===== src/rtl/ispace_pkg.sv =====
package ispace_pkg;

  localparam int MODE_W = 3;

  typedef enum logic [1:0] {
    IFAC_1 = 2'd0,
    IFAC_2 = 2'd1,
    IFAC_4 = 2'd2
  } ifac_e;

  function automatic logic [1:0] extras_of(input ifac_e f);
    case (f)
      IFAC_2:  extras_of = 2'd1;
      IFAC_4:  extras_of = 2'd3;
      default: extras_of = 2'd0;
    endcase
  endfunction

  function automatic logic [2:0] ratio_of(input ifac_e f);
    case (f)
      IFAC_2:  ratio_of = 3'd2;
      IFAC_4:  ratio_of = 3'd4;
      default: ratio_of = 3'd1;
    endcase
  endfunction

endpackage


===== src/rtl/ispace_cfg_dec.sv =====
module ispace_cfg_dec
  import ispace_pkg::*;
#(
  parameter int SPACE_W   = 8,
  parameter int MIN_SPACE = 2
) (
  input  logic                bypass_i,
  input  logic [MODE_W-1:0]   mode_i,
  input  logic [SPACE_W-1:0]  space_i,
  output ifac_e               ifac_o,
  output logic                mode_bad_o,
  output logic                space_bad_o
);

  localparam logic [SPACE_W-1:0] SPACE_MIN_V = SPACE_W'(MIN_SPACE);

  logic [1:0] hb_cnt;

  // Stage select: bit0 resampler, bit1 halfband one, bit2 halfband two
  always_comb begin
    mode_bad_o = 1'b0;
    hb_cnt     = 2'd0;
    if (!bypass_i) begin
      case (mode_i)
        3'b001:         hb_cnt = 2'd0;
        3'b010, 3'b011: hb_cnt = 2'd1;
        3'b110, 3'b111: hb_cnt = 2'd2;
        default: begin
          hb_cnt     = 2'd0;
          mode_bad_o = 1'b1;
        end
      endcase
    end
  end

  always_comb begin
    case (hb_cnt)
      2'd1:    ifac_o = IFAC_2;
      2'd2:    ifac_o = IFAC_4;
      default: ifac_o = IFAC_1;
    endcase
  end

  assign space_bad_o = (space_i < SPACE_MIN_V);

endmodule


===== src/rtl/ispace_gap_timer.sv =====
module ispace_gap_timer #(
  parameter int W = 8
) (
  input  logic         clk,
  input  logic         rst_n,
  input  logic         load_i,
  input  logic [W-1:0] load_val_i,
  input  logic         run_i,
  output logic         zero_o
);

  logic [W-1:0] cnt_q;
  logic [W-1:0] cnt_d;
  logic         cnt_en;

  always_comb begin
    cnt_en = 1'b0;
    cnt_d  = cnt_q;
    if (load_i) begin
      cnt_en = 1'b1;
      cnt_d  = load_val_i;
    end else if (run_i && (cnt_q != '0)) begin
      cnt_en = 1'b1;
      cnt_d  = cnt_q - 1'b1;
    end
  end

  always_ff @(posedge clk or negedge rst_n) begin
    if (!rst_n) begin
      cnt_q <= '0;
    end else if (cnt_en) begin
      cnt_q <= cnt_d;
    end
  end

  assign zero_o = (cnt_q == '0);


  cnt_step_chk: assert property (@(posedge clk) disable iff (!rst_n)
    (!load_i && run_i && !zero_o) |=> (cnt_q == $past(cnt_q) - 1'b1));


  cnt_hold_chk: assert property (@(posedge clk) disable iff (!rst_n)
    (!load_i && !run_i) |=> $stable(cnt_q));

endmodule


===== src/rtl/ispace_burst_ctrl.sv =====
module ispace_burst_ctrl #(
  parameter int SPACE_W = 8,
  parameter int IDX_W   = 2
) (
  input  logic               clk,
  input  logic               rst_n,
  input  logic               prim_stb_i,
  input  logic [IDX_W-1:0]   extras_i,
  input  logic               err_i,
  input  logic [SPACE_W-1:0] space_i,
  input  logic               gap_zero_i,
  output logic               tmr_load_o,
  output logic [SPACE_W-1:0] tmr_val_o,
  output logic               tmr_run_o,
  output logic               out_stb_o,
  output logic [IDX_W-1:0]   out_idx_o,
  output logic               overrun_o
);

  logic [IDX_W-1:0]   left_q, left_d;
  logic [IDX_W-1:0]   nidx_q, nidx_d;
  logic [IDX_W-1:0]   idx_q, idx_d;
  logic [SPACE_W-1:0] gap_q, gap_d;
  logic               stb_q, stb_d;
  logic               ovr_q, ovr_d;
  logic               pending;
  logic               fire_extra;

  assign pending    = (left_q != '0);
  assign fire_extra = pending && gap_zero_i && !prim_stb_i;

  always_comb begin
    left_d     = left_q;
    nidx_d     = nidx_q;
    gap_d      = gap_q;
    ovr_d      = ovr_q;
    stb_d      = 1'b0;
    idx_d      = '0;
    tmr_load_o = 1'b0;
    tmr_val_o  = gap_q;
    if (prim_stb_i) begin
      stb_d      = 1'b1;
      idx_d      = '0;
      nidx_d     = IDX_W'(1);
      left_d     = err_i ? '0 : extras_i;
      gap_d      = space_i;
      ovr_d      = ovr_q | pending;
      tmr_load_o = 1'b1;
      tmr_val_o  = space_i;
    end else if (fire_extra) begin
      stb_d      = 1'b1;
      idx_d      = nidx_q;
      nidx_d     = nidx_q + 1'b1;
      left_d     = left_q - 1'b1;
      tmr_load_o = 1'b1;
      tmr_val_o  = gap_q;
    end
  end

  assign tmr_run_o = pending;

  always_ff @(posedge clk or negedge rst_n) begin
    if (!rst_n) begin
      left_q <= '0;
      nidx_q <= '0;
      idx_q  <= '0;
      gap_q  <= '0;
      stb_q  <= 1'b0;
      ovr_q  <= 1'b0;
    end else begin
      stb_q <= stb_d;
      idx_q <= idx_d;
      ovr_q <= ovr_d;
      if (prim_stb_i || fire_extra) begin
        left_q <= left_d;
        nidx_q <= nidx_d;
      end
      if (prim_stb_i) begin
        gap_q <= gap_d;
      end
    end
  end

  assign out_stb_o = stb_q;
  assign out_idx_o = idx_q;
  assign overrun_o = ovr_q;


  prim_idx_zero_chk: assert property (@(posedge clk) disable iff (!rst_n)
    prim_stb_i |=> (out_stb_o && (out_idx_o == '0)));


  extra_not_adjacent_chk: assert property (@(posedge clk) disable iff (!rst_n)
    (out_stb_o && (out_idx_o != '0)) |-> !$past(out_stb_o));


  err_no_extra_chk: assert property (@(posedge clk) disable iff (!rst_n)
    (prim_stb_i && err_i) |=> (left_q == '0));


  overrun_sticky_chk: assert property (@(posedge clk) disable iff (!rst_n)
    overrun_o |=> overrun_o);


  overrun_set_chk: assert property (@(posedge clk) disable iff (!rst_n)
    (prim_stb_i && pending) |=> overrun_o);

endmodule


===== src/rtl/ispace_sched.sv =====
module ispace_sched
  import ispace_pkg::*;
#(
  parameter int SPACE_W   = 8,
  parameter int IDX_W     = 2,
  parameter int MIN_SPACE = 2
) (
  input  logic               clk,
  input  logic               rst_n,
  input  logic               prim_stb_i,
  input  logic               cfg_bypass_i,
  input  logic [2:0]         cfg_mode_i,
  input  logic [SPACE_W-1:0] cfg_space_i,
  output logic               out_stb_o,
  output logic [IDX_W-1:0]   out_idx_o,
  output logic [2:0]         ifactor_o,
  output logic               cfg_err_o,
  output logic               overrun_o
);

  ifac_e              dec_ifac;
  logic               dec_mode_bad;
  logic               dec_space_bad;

  ifac_e              ifac_q, ifac_d;
  logic               err_q, err_d;
  logic [SPACE_W-1:0] space_q, space_d;

  logic               tmr_load;
  logic [SPACE_W-1:0] tmr_val;
  logic               tmr_run;
  logic               tmr_zero;
  logic [IDX_W-1:0]   extras;

  ispace_cfg_dec #(
    .SPACE_W   (SPACE_W),
    .MIN_SPACE (MIN_SPACE)
  ) u_dec (
    .bypass_i    (cfg_bypass_i),
    .mode_i      (cfg_mode_i),
    .space_i     (cfg_space_i),
    .ifac_o      (dec_ifac),
    .mode_bad_o  (dec_mode_bad),
    .space_bad_o (dec_space_bad)
  );

  always_comb begin
    ifac_d  = dec_ifac;
    err_d   = dec_mode_bad | dec_space_bad;
    space_d = cfg_space_i;
  end

  always_ff @(posedge clk or negedge rst_n) begin
    if (!rst_n) begin
      ifac_q  <= IFAC_1;
      err_q   <= 1'b0;
      space_q <= '0;
    end else begin
      ifac_q  <= ifac_d;
      err_q   <= err_d;
      space_q <= space_d;
    end
  end

  assign extras = IDX_W'(extras_of(ifac_q));

  ispace_burst_ctrl #(
    .SPACE_W (SPACE_W),
    .IDX_W   (IDX_W)
  ) u_burst (
    .clk        (clk),
    .rst_n      (rst_n),
    .prim_stb_i (prim_stb_i),
    .extras_i   (extras),
    .err_i      (err_q),
    .space_i    (space_q),
    .gap_zero_i (tmr_zero),
    .tmr_load_o (tmr_load),
    .tmr_val_o  (tmr_val),
    .tmr_run_o  (tmr_run),
    .out_stb_o  (out_stb_o),
    .out_idx_o  (out_idx_o),
    .overrun_o  (overrun_o)
  );

  ispace_gap_timer #(
    .W (SPACE_W)
  ) u_tmr (
    .clk        (clk),
    .rst_n      (rst_n),
    .load_i     (tmr_load),
    .load_val_i (tmr_val),
    .run_i      (tmr_run),
    .zero_o     (tmr_zero)
  );

  assign ifactor_o = ratio_of(ifac_q);
  assign cfg_err_o = err_q;


  ratio_onehot_chk: assert property (@(posedge clk) disable iff (!rst_n)
    $countones(ifactor_o) == 1);


  bypass_unity_chk: assert property (@(posedge clk) disable iff (!rst_n)
    cfg_bypass_i |=> (ifactor_o == 3'd1));


  small_space_err_chk: assert property (@(posedge clk) disable iff (!rst_n)
    (cfg_space_i < SPACE_W'(MIN_SPACE)) |=> cfg_err_o);

endmodule


===== config.mk =====
export PLATFORM = sky130hd
export DESIGN_NAME = ispace_sched
export DESIGN_NICKNAME = d
export VERILOG_FILES = /design/src/rtl/ispace_pkg.sv /design/src/rtl/ispace_cfg_dec.sv /design/src/rtl/ispace_gap_timer.sv /design/src/rtl/ispace_burst_ctrl.sv /design/src/rtl/ispace_sched.sv
export SDC_FILE = /design/constraint.sdc
export NUM_CORES = 1
export LEC_CHECK = 0
export ABC_AREA = 1
export BUFFER_PORTS_ARGS = -buffer_cell sky130_fd_sc_hd__clkbuf_2
export CAP_MARGIN = 30
export CORE_MARGIN = 1.5
export CORE_UTILIZATION = 40
export DETAILED_ROUTE_END_ITERATION = 8
export PLACE_DENSITY = 0.7
export REMOVE_ABC_BUFFERS = 1
export SYNTH_ARGS = -nofsm -noshare
export SYNTH_HDL_FRONTEND = slang
export SYNTH_SLANG_ARGS = --single-unit
export TNS_END_PERCENT = 1

===== constraint.sdc =====
create_clock -name clk -period 1.54 [get_ports clk]
set_input_delay 0.231 -clock clk [delete_from_list [all_inputs] [get_ports clk]]
set_output_delay 0.231 -clock clk [all_outputs]
set_load 0.1 [all_outputs]

==> flow_metrics.env <==
export IMPL_status="complete, no violations"
export IMPL_die_w_um=66.5
export IMPL_crit_path_start_kind="flip-flop"
export IMPL_synth_top_cell_area_share_pct=54.2
export IMPL_synth_warnings=0
export IMPL_hold_path_class="in2reg"
export IMPL_avgSynthCellArea_um2=8.73
export IMPL_avgViaCountPerCell=4.76
export IMPL_wl_met1_um=1420
export IMPL_grt_overflow_total=0
export IMPL_max_freq_ghz=0.682
export IMPL_die_height_um=66.5
export IMPL_synth_edff_count=0
export IMPL_cap_violations=0
export IMPL_synth_top_area_cell="dfrtp_1"
export IMPL_grt_max_degree=20
export IMPL_yosysSeqAreaShare_pct=54.2
export IMPL_routabilityCongestion=0.875
export IMPL_dr_pass1_iters=4
export IMPL_setup_ws_ps=73.2
export IMPL_routed_wl_um=3070
export IMPL_ir_drop_mv=0.757
export IMPL_vias=1276
export IMPL_post_route_period_util_pct=95.2
export IMPL_nets=239
export IMPL_drt_iter0_drc=48
export IMPL_power_density_nw_per_um2=1330
export IMPL_crit_fanout=4
export IMPL_cp_required_ps=1720
export IMPL_total_power_mw=2.73
export IMPL_fin_crit_ps=1470
export IMPL_criticalPathCategory="reg2reg"
export IMPL_maxUsedRoutingLayer="met4"
export IMPL_grt_pass1_vias=1128
export IMPL_numPortBuffers=22
export IMPL_grt_total_usage_pct=15.8
export IMPL_dieArea_um2=4430
export IMPL_ant_nets=0
export IMPL_p_leak_nw=1.03
export IMPL_design_area_um2=2050
export IMPL_io_pins=23
export IMPL_synthArstFlopShare_pct=100
export IMPL_syn_area_um2=1620
export IMPL_coreArea_um2=3770
export IMPL_antenna_found_initial=0
export IMPL_place_hpwl_um=2230
export IMPL_start_util_pct=42.8
export IMPL_hold_ws_ps=45.5
export IMPL_cp_arrival_ps=1640
export IMPL_clk_latency_ps=290
export IMPL_syn_inst=185
export IMPL_final_util_pct=54.4
export IMPL_cts_root_buffer="clkbuf_8"
export IMPL_ys_ff_latch=35
export IMPL_clock_skew_ps=5.29
export IMPL_synth_common_cells="48 x nand2_1, 35 x dfrtp_1, 25 x inv_1, 16 x nand3_1, 13 x nor2_1"
export IMPL_slew_viol_final=0
export IMPL_cts_sinks=35
export IMPL_area_growth_pct=27.0
export IMPL_pre_cts_ws_ps=12.9
export IMPL_n_antenna_cell=0
export IMPL_cts_tree="yes"
export IMPL_placed_area_um2=1850
export IMPL_met2_length_um=1470
export IMPL_grt_pass1_wl_um=5180
export IMPL_ys_types=26
export IMPL_endpoint_kind="flip-flop"
export IMPL_htree_levels=2
export IMPL_drc=0
export IMPL_wl_met3_um=120
export IMPL_cts_max_path_buffers=2
export IMPL_num_rows=22
export IMPL_relSlewSlack_pct=64.0
export IMPL_clk_pin_slew_ps=70
export IMPL_synth_area_top_cells="dfrtp_1 54%, nand2_1 11%, inv_1 5.8%, nand3_1 5.0%, ha_1 3.9%"
export IMPL_worst_pin_slew_ps=542
export IMPL_wl_per_cell_um=11.4
export IMPL_yosysMostFrequentCell="nand2_1"
export IMPL_numCtsBuffers=5
export IMPL_synth_flop_cell="dfrtp_1"
export IMPL_holdPathStages=1
export IMPL_setup_viol=0
export IMPL_rr_worst_depth=8
export IMPL_finalHoldViolCount=0
export IMPL_drive_gt1_share_pct=24.5
[registers in the layout (all words and copies together) (netlist names)]
| signal | flops |
|---|---|
| u_burst.out_stb_o | 1 |
| cfg_err_o | 1 |
| u_burst.nidx_q | 2 |
| ifac_q | 2 |
| u_tmr.cnt_q | 8 |
| u_burst.gap_q | 8 |
| u_burst.left_q | 2 |
| space_q | 8 |
| u_burst.overrun_o | 1 |
| u_burst.out_idx_o | 2 |
[logic make-up (layout without fill, tap and decap cells)]
kind of cell	after synthesis	in the layout	synth area share, %
and+or+nand+nor	93	94	25.5
DFF	35	35	54.2
buffers and inverters	31	65	8.21
AOI/OAI and AO/OA	18	18	6.58
adders and majority gates	5	5	3.87
xor gates and xnor gates	3	3	1.63
[power by group]
| part | switching [mW] | internal, mW | total (mW) |
|---|---|---|---|
| clock | 0.324 | 0.645 | 0.969 |
| combinational | 0.400 | 0.238 | 0.638 |
| sequential | 0.0955 | 1.03 | 1.13 |
| total | 0.819 | 1.91 | 2.73 |
[timing repair]
| item | in CTS | in global routing |
|---|---|---|
| hold buffers | 1 | 0 |
| gates resized for setup | 0 | 8 |
| setup endpoints to repair | 0 | 8 |
| buffers inserted | 0 | 2 |
| hold endpoints to repair | 18 | 0 |
[cell type report]
type | instances | area, µm²
repair buffers | 29 | 223
clock buffers | 5 | 68.8
inverters | 28 | 105
fillers | 334 | 1720
well taps | 48 | 60.1
multi-input cells | 120 | 651
flip-flops and latches | 35 | 876
clock inverters | 3 | 67.6
[metal layers]
layer	GRT usage, %	vias up
li1	-	648
met3	5.07	6
met1	22.2	597
met2	22.4	25
met4	6.89	0
met5	0	-
[path summary, 6_finish.rpt]
kind	startpoint	to	slack [ps]
setup / recovery	u_burst.left_q[0]	u_burst.out_idx_o[1]	70
hold / removal	cfg_space_i[0]	space_q[0]	50
setup reg to reg	u_burst.left_q[0]	u_burst.out_idx_o[1]	70
hold reg to reg	u_burst.gap_q[6]	u_burst.gap_q[6]	480
max in group asynchronous	rst_n	ifac_q[0]	660
min in group asynchronous	rst_n	u_burst.out_idx_o[1]	430
[per-stage QoR]
step                TNS, ps  instances
floorplan              -190        182
global placement          0        256
detailed placement        0        256
CTS                       0        265
global route          -96.4        268
finish                    0        268
[placed cells by master (no fill, tap or decap), types with 2 or more instances in the layout]
master,instances
o22ai_1,2
inv_2,5
xor2_1,2
ha_1,4
nor3_1,3
dfrtp_1,35
clkbuf_8,5
inv_1,23
nor2_1,12
bufinv_16,2
or2_1,3
o21ai_0,9
buf_12,4
nand2_1,48
nand2_4,2
nand3_1,16
or2_2,4
clkbuf_2,19
buf_4,5
o21ai_2,3
[worst max-delay path, cell delays in order (launching register included)]
cell	delay, ps
dfrtp_1	340
inv_1	80
ha_4	170
inv_1	60
nand2_1	60
nor2_2	150
nand2_4	110
buf_4	160
nor3_1	230
Note: power is estimated with default switching activity, not from simulation.
